**src/rtl/svpwm_pkg.sv**
```systemverilog
package svpwm_pkg;
  typedef enum logic [1:0] {
    ST_IDLE  = 2'd0,
    ST_RAW   = 2'd1,
    ST_SCALE = 2'd2
  } svp_state_t;

  localparam int NCH = 3;
endpackage

```
**src/rtl/svpwm_sector.sv**
```systemverilog
module svpwm_sector #(
  parameter int DW = 16
) (
  input  logic signed [DW-1:0] a_i,
  input  logic signed [DW-1:0] b_i,
  input  logic signed [DW-1:0] c_i,
  output logic        [2:0]    sector_o,
  output logic signed [DW-1:0] vmax_o,
  output logic signed [DW-1:0] vmin_o
);
  logic signed [DW-1:0] hi_ab, lo_ab;

  always_comb begin
    // sign bits: 1 means negative, order {c, b, a}
    unique case ({c_i[DW-1], b_i[DW-1], a_i[DW-1]})
      3'b110:  sector_o = 3'd1;
      3'b100:  sector_o = 3'd2;
      3'b101:  sector_o = 3'd3;
      3'b001:  sector_o = 3'd4;
      3'b011:  sector_o = 3'd5;
      3'b010:  sector_o = 3'd6;
      default: sector_o = 3'd1;
    endcase
  end

  always_comb begin
    hi_ab  = (a_i > b_i) ? a_i : b_i;
    lo_ab  = (a_i < b_i) ? a_i : b_i;
    vmax_o = (hi_ab > c_i) ? hi_ab : c_i;
    vmin_o = (lo_ab < c_i) ? lo_ab : c_i;
  end
endmodule

```
**src/rtl/svpwm_raw.sv**
```systemverilog
module svpwm_raw #(
  parameter int DW = 16
) (
  input  logic signed [DW-1:0] v_i,
  input  logic signed [DW-1:0] vmax_i,
  input  logic signed [DW-1:0] vmin_i,
  output logic        [DW-1:0] raw_o
);
  localparam int SW      = DW + 2;
  localparam int QUARTER = 1 << (DW - 2);

  logic signed [SW-1:0] diff, quart, sum;

  always_comb begin
    diff  = (SW'(v_i) <<< 1) - SW'(vmax_i) - SW'(vmin_i);
    quart = diff >>> 2;
    sum   = quart + SW'(QUARTER);
    raw_o = sum[SW-1] ? '0 : DW'(sum);
  end
endmodule

```
**src/rtl/svpwm_scale.sv**
```systemverilog
module svpwm_scale #(
  parameter int DW = 16
) (
  input  logic [DW-1:0] raw_i,
  input  logic [DW-1:0] full_i,
  input  logic [DW-1:0] min_i,
  input  logic [DW-1:0] max_i,
  output logic [DW-1:0] duty_o
);
  localparam int FRAC = DW - 1;

  logic [2*DW-1:0] prod;
  logic [DW-1:0]   norm, floor_lim;

  always_comb begin
    prod      = raw_i * full_i;
    norm      = DW'(prod >> FRAC);
    floor_lim = (norm < min_i) ? min_i : norm;
    duty_o    = (floor_lim > max_i) ? max_i : floor_lim;
  end
endmodule

```
**src/rtl/svpwm_norm_clamp.sv**
```systemverilog
module svpwm_norm_clamp #(
  parameter int DW = 16
) (
  input  logic          clk,
  input  logic          rst,
  input  logic          start_i,
  input  logic          abort_i,
  input  logic          disable_i,
  input  logic          auto_i,
  input  logic          pwm_run_i,
  input  logic          pwm_load_en_i,
  input  logic [DW-1:0] va_i,
  input  logic [DW-1:0] vb_i,
  input  logic [DW-1:0] vc_i,
  input  logic [DW-1:0] full_i,
  input  logic [DW-1:0] max_i,
  input  logic [DW-1:0] min_i,
  output logic          busy_o,
  output logic          done_o,
  output logic [2:0]    sector_o,
  output logic [DW-1:0] duty0_o,
  output logic [DW-1:0] duty2_o,
  output logic [DW-1:0] duty4_o,
  output logic          pwm_load_o
);
  import svpwm_pkg::*;

  svp_state_t           state;
  logic signed [DW-1:0] v_q   [NCH];
  logic        [DW-1:0] raw_q [NCH];
  logic        [DW-1:0] raw_c [NCH];
  logic        [DW-1:0] duty_c[NCH];
  logic        [DW-1:0] duty_q[NCH];
  logic        [2:0]    sect_c, sect_q;
  logic signed [DW-1:0] vmax_c, vmin_c;

  svpwm_sector #(.DW(DW)) u_sector (
    .a_i(v_q[0]), .b_i(v_q[1]), .c_i(v_q[2]),
    .sector_o(sect_c), .vmax_o(vmax_c), .vmin_o(vmin_c)
  );

  for (genvar i = 0; i < NCH; i++) begin : g_ch
    svpwm_raw #(.DW(DW)) u_raw (
      .v_i(v_q[i]), .vmax_i(vmax_c), .vmin_i(vmin_c), .raw_o(raw_c[i])
    );
    svpwm_scale #(.DW(DW)) u_scale (
      .raw_i(raw_q[i]), .full_i(full_i), .min_i(min_i), .max_i(max_i),
      .duty_o(duty_c[i])
    );
  end

  always_ff @(posedge clk) begin
    if (rst) begin
      state      <= ST_IDLE;
      sect_q     <= 3'd1;
      sector_o   <= 3'd1;
      done_o     <= 1'b0;
      pwm_load_o <= 1'b0;
      for (int i = 0; i < NCH; i++) begin
        v_q[i]    <= '0;
        raw_q[i]  <= '0;
        duty_q[i] <= '0;
      end
    end else begin
      done_o     <= 1'b0;
      pwm_load_o <= 1'b0;
      if (abort_i || disable_i) begin
        state <= ST_IDLE;
      end else begin
        unique case (state)
          ST_IDLE: if (start_i) begin
            v_q[0] <= va_i;
            v_q[1] <= vb_i;
            v_q[2] <= vc_i;
            state  <= ST_RAW;
          end
          ST_RAW: begin
            for (int i = 0; i < NCH; i++) raw_q[i] <= raw_c[i];
            sect_q <= sect_c;
            state  <= ST_SCALE;
          end
          ST_SCALE: begin
            for (int i = 0; i < NCH; i++) duty_q[i] <= duty_c[i];
            sector_o   <= sect_q;
            done_o     <= 1'b1;
            pwm_load_o <= auto_i & pwm_run_i & pwm_load_en_i;
            state      <= ST_IDLE;
          end
          default: state <= ST_IDLE;
        endcase
      end
    end
  end

  assign busy_o  = (state != ST_IDLE);
  assign duty0_o = duty_q[0];
  assign duty2_o = duty_q[1];
  assign duty4_o = duty_q[2];
endmodule

```
**config.mk**
```make
export PLATFORM = sky130hd
export DESIGN_NAME = svpwm_norm_clamp
export DESIGN_NICKNAME = d
export VERILOG_FILES = /design/src/rtl/svpwm_pkg.sv /design/src/rtl/svpwm_sector.sv /design/src/rtl/svpwm_raw.sv /design/src/rtl/svpwm_scale.sv /design/src/rtl/svpwm_norm_clamp.sv
export SDC_FILE = /design/constraint.sdc
export NUM_CORES = 2
export LEC_CHECK = 0
export ABC_CLOCK_PERIOD_IN_PS = 9400
export BUFFER_PORTS_ARGS = -buffer_cell sky130_fd_sc_hd__buf_4
export CORE_ASPECT_RATIO = 0.7
export CORE_UTILIZATION = 60
export DETAILED_ROUTE_END_ITERATION = 12
export PLACE_DENSITY = 0.81
export SETUP_SLACK_MARGIN = 0.05
export SLEW_MARGIN = 20
export SYNTH_ARGS = -nofsm -noshare
export SYNTH_HDL_FRONTEND = slang
export SYNTH_HIERARCHICAL = 1
export SYNTH_SLANG_ARGS = --single-unit
```
**constraint.sdc**
```tcl
create_clock -name clk -period 9.4 [get_ports clk]
set_input_delay 0.47 -clock clk [delete_from_list [all_inputs] [get_ports clk]]
set_output_delay 0.47 -clock clk [all_outputs]
set_load 0.005 [all_outputs]
```
==> metrics.md <==
| Metric | Value |
|---|---|
| CTS buffer count | 17 |
| Final core utilization | 0.7365 |
| Die width | 316.8 um |
| Initial Util | 0.6090 |
| HP Class | in2reg |
| Drt first pass iters | 6 |
| Fmax achieved | approximately 0.1 GHz |
| Number of global-route vias before repair | 36,180 |
| Slowest-stage cell, CP | edfxtp_1 |
| CP max stage delay | between 500 and 600 ps |
| Filler Cell Count | between 4,000 and 5,000 |
| Total Nets Final | between 6,000 and 7,000 |
| Worst-Margin Slew | 988.0 ps |
| Mapped cell area | between 40,000 and 50,000 sq um |
| Synth top area share | 0.2986 |
| WP data required | between 9000 and 10,000 ps |
| Clock Skew | 29.95 ps |
| Crit path setup slack, layout | -555.1 ps |
| Cells after Synth | 4,688 |
| Footprint of the multi-input gates | about 34,000 sq um |
| Seq/Total Area, Yosys | 0.1087 |
| Max Cap Viol | 0 |
| Minimum clock period | 9955 ps |
| Rows | 80 |
| Sequential Area | ~4500 sq um |
| Clock Path Buffers | 2 |
| Vias | around 36,000 |
| Slew HR | 0.3414 |
| WL/cell | 20.03 um |
| Fraction of final layout cells with drive strength greater than 1 | 0.2517 |
| Peak VDD IR | 392.3 uV |
| Failing checks | negative setup slack |
| Design area | a little over 50,000 sq um |
| First-pass GRT wire length | 194.2 mm |
| Post-synth ARST share | 0 |
| Die footprint | 70,460 sq um |
| Post-route ant nets | 0 |
| Routed WL | 124.0 mm |
| H-tree levels | 4 |
| GP Congestion | 0.9465 |
| Synth area leader | fa_1 |
| Starting DRC count in detailed routing | 3,442 |
| CORE AREA | 68,370 sq um |
| CTS tree | done |
| CP endpoint kind | register |
| Final hold vios | 0 |
| Ys Warns | 6 |
| Crit-path most repeated cell | fa_1 |
| # IOs | 158 |
| Drt via density | about 5.7 |
| Initial antenna violation count | 4 |
| Power after layout | 19.06 mW |
| Count of different cell masters after synthesis | about 110 |
| Yosys reg bits | 154 |
| Most frequent cells in the layout | inv_1, buf_4, fa_1 |
| Leading cell type in the layout, fill and taps excluded | inv_1 |
| Placed instance area | 47,040 sq um |
| RSZ-0062 raised after global routing | yes |
| Chip height | 222.4 um |
| HPWL after detailed placement | 99.02 mm |
| PD cells | ~380 nW/um^2 |
| Hold WS | 254.5 ps |
| Final setup fails | 48 |
| Area delta synth->final | 20.93% |
| Startpoint types | register |
| CTS Sinks | 154 |
| Total Routing Usage GR | 0.3542 |
| DRC | 0 |
| Total congestion overflow | 0 |
| Port buffer count | 157 |
| Pin count of the biggest net entering global routing | 62 |
| Post-synth EDFFs | about 140 |
| Mapped Nets | 5,901 |
| CTS root buf | clkbuf_16 |
| Mean post-synth cell area | 8.881 sq um |
| Worst-path fanout max | 6 |
| Clk Latency, worst-skew pair | 470 ps |
| LEAKAGE | 24.86 nW |
| Status | finished with violations |
| Main synth FF type | edfxtp_1 |
| Arrival @ worst endpoint | 10,140 ps |
| Setup CP Type | reg2reg |
| Setup TNS | -13,970 ps |
| Synth top area cells | fa_1, ha_1, edfxtp_1, inv_1, and2_1 |
| Slew Limit Fails | 0 |
| Period utilisation layout | 1.059 |
| Clock-pin slew on the worst setup and hold paths | 70 ps |
Yosys cell counts, drive strengths merged (10+ instances only):
cell and instances:
dfxtp 10, xor2 28, a21oi 161, edfxtp 144
buf 46, mux2 115, nor4 12, fa 621
clkbuf 128, mux2i 17, nand4 56, nor2b 25
o21ai 104, xnor2 64, nand2 533, a211oi 25
nor2 93, o221ai 12, ha 488, or3 11
a31oi 26, o21bai 18, nor3 176, a21o 48
and4 16, and2 388, o21a 32, nand3 33
o211ai 23, inv 1081, nand2b 18
power by group:
part | switching, mW | internal (mW)
Sequential | 0.0499 | 0.780
Combinational | 9.20 | 8.32
Clock | 0.339 | 0.373
Total | 9.58 | 9.48
critical path, delay by kind of cell, from the launching register on:
family	cells	cell delay [ps]
xor gates and xnor gates	1	200
adders and majority gates	9	3610
buffers and inverters	10	1420
and+or+nand+nor	8	1440
DFF	1	560
AOI/OAI and AO/OA	7	1810
muxes	2	630
logic make-up after synthesis:
family | count (synthesis) | synth area share
xor gates and xnor gates | 92 | 0.01935
adders and majority gates | 1109 | 0.4453
buffers and inverters | 1255 | 0.1177
and+or+nand+nor | 1409 | 0.1822
AOI/OAI and AO/OA | 537 | 0.08736
muxes | 132 | 0.03943
DFF | 154 | 0.1087
worst paths after layout:
kind	start	to	slack, ps	cells after the start
max	raw_q[0][7]	duty_q[0][8]	-560	37
min	pwm_run_i	pwm_load_o	250	3
max reg2reg	raw_q[0][7]	duty_q[0][8]	-560	37
min reg2reg	sect_q[1]	sect_q[1]	500	2
flip-flops by register name, summed over array words and instances, names as in the netlist:
name / cells
sector_o: 3
raw_q: 48
sect_q: 3
duty_q: 48
v_q: 48
done_o: 1
pwm_load_o: 1
state: 2
through the flow:
stage	instances	setup slack, ps
3_3_place_gp	6048	-912.2
5_1_grt	6187	-838.9
3_5_place_dp	6048	-938.8
2_1_floorplan	4688	-136.2
4_1_cts	6127	-330.1
6_report	6189	-555.1
layer usage:
metal,vias to the layer above,wire [um],global-route usage,share of wire
li1,16050,-,-,-
met4,4,3643,0.09910,0.029
met3,269,15360,0.09772,0.12
met5,-,120,0.01102,0.00097
met2,1936,52940,0.5117,0.43
met1,17280,51920,0.5174,0.42
final cells by class:
class / count / share of cell area
timing repair buffer: 738 / 0.1205
inverter: 1081 / 0.08059
tap: 902 / 0.02241
antenna: 3 / 0.0001491
clock buffer: 19 / 0.008598
multi-input combinational: 3279 / 0.6752
clock inverter: 13 / 0.002709
sequential: 154 / 0.08986
timing repair:
item	in CTS	in global routing
hold buffers	0	0
endpoints found under the setup margin	48	48
cloned	2	2
gates resized for setup	123	271
pin swaps	94	142
buffers inserted	45	58
Note: power is estimated with default switching activity, not from simulation.
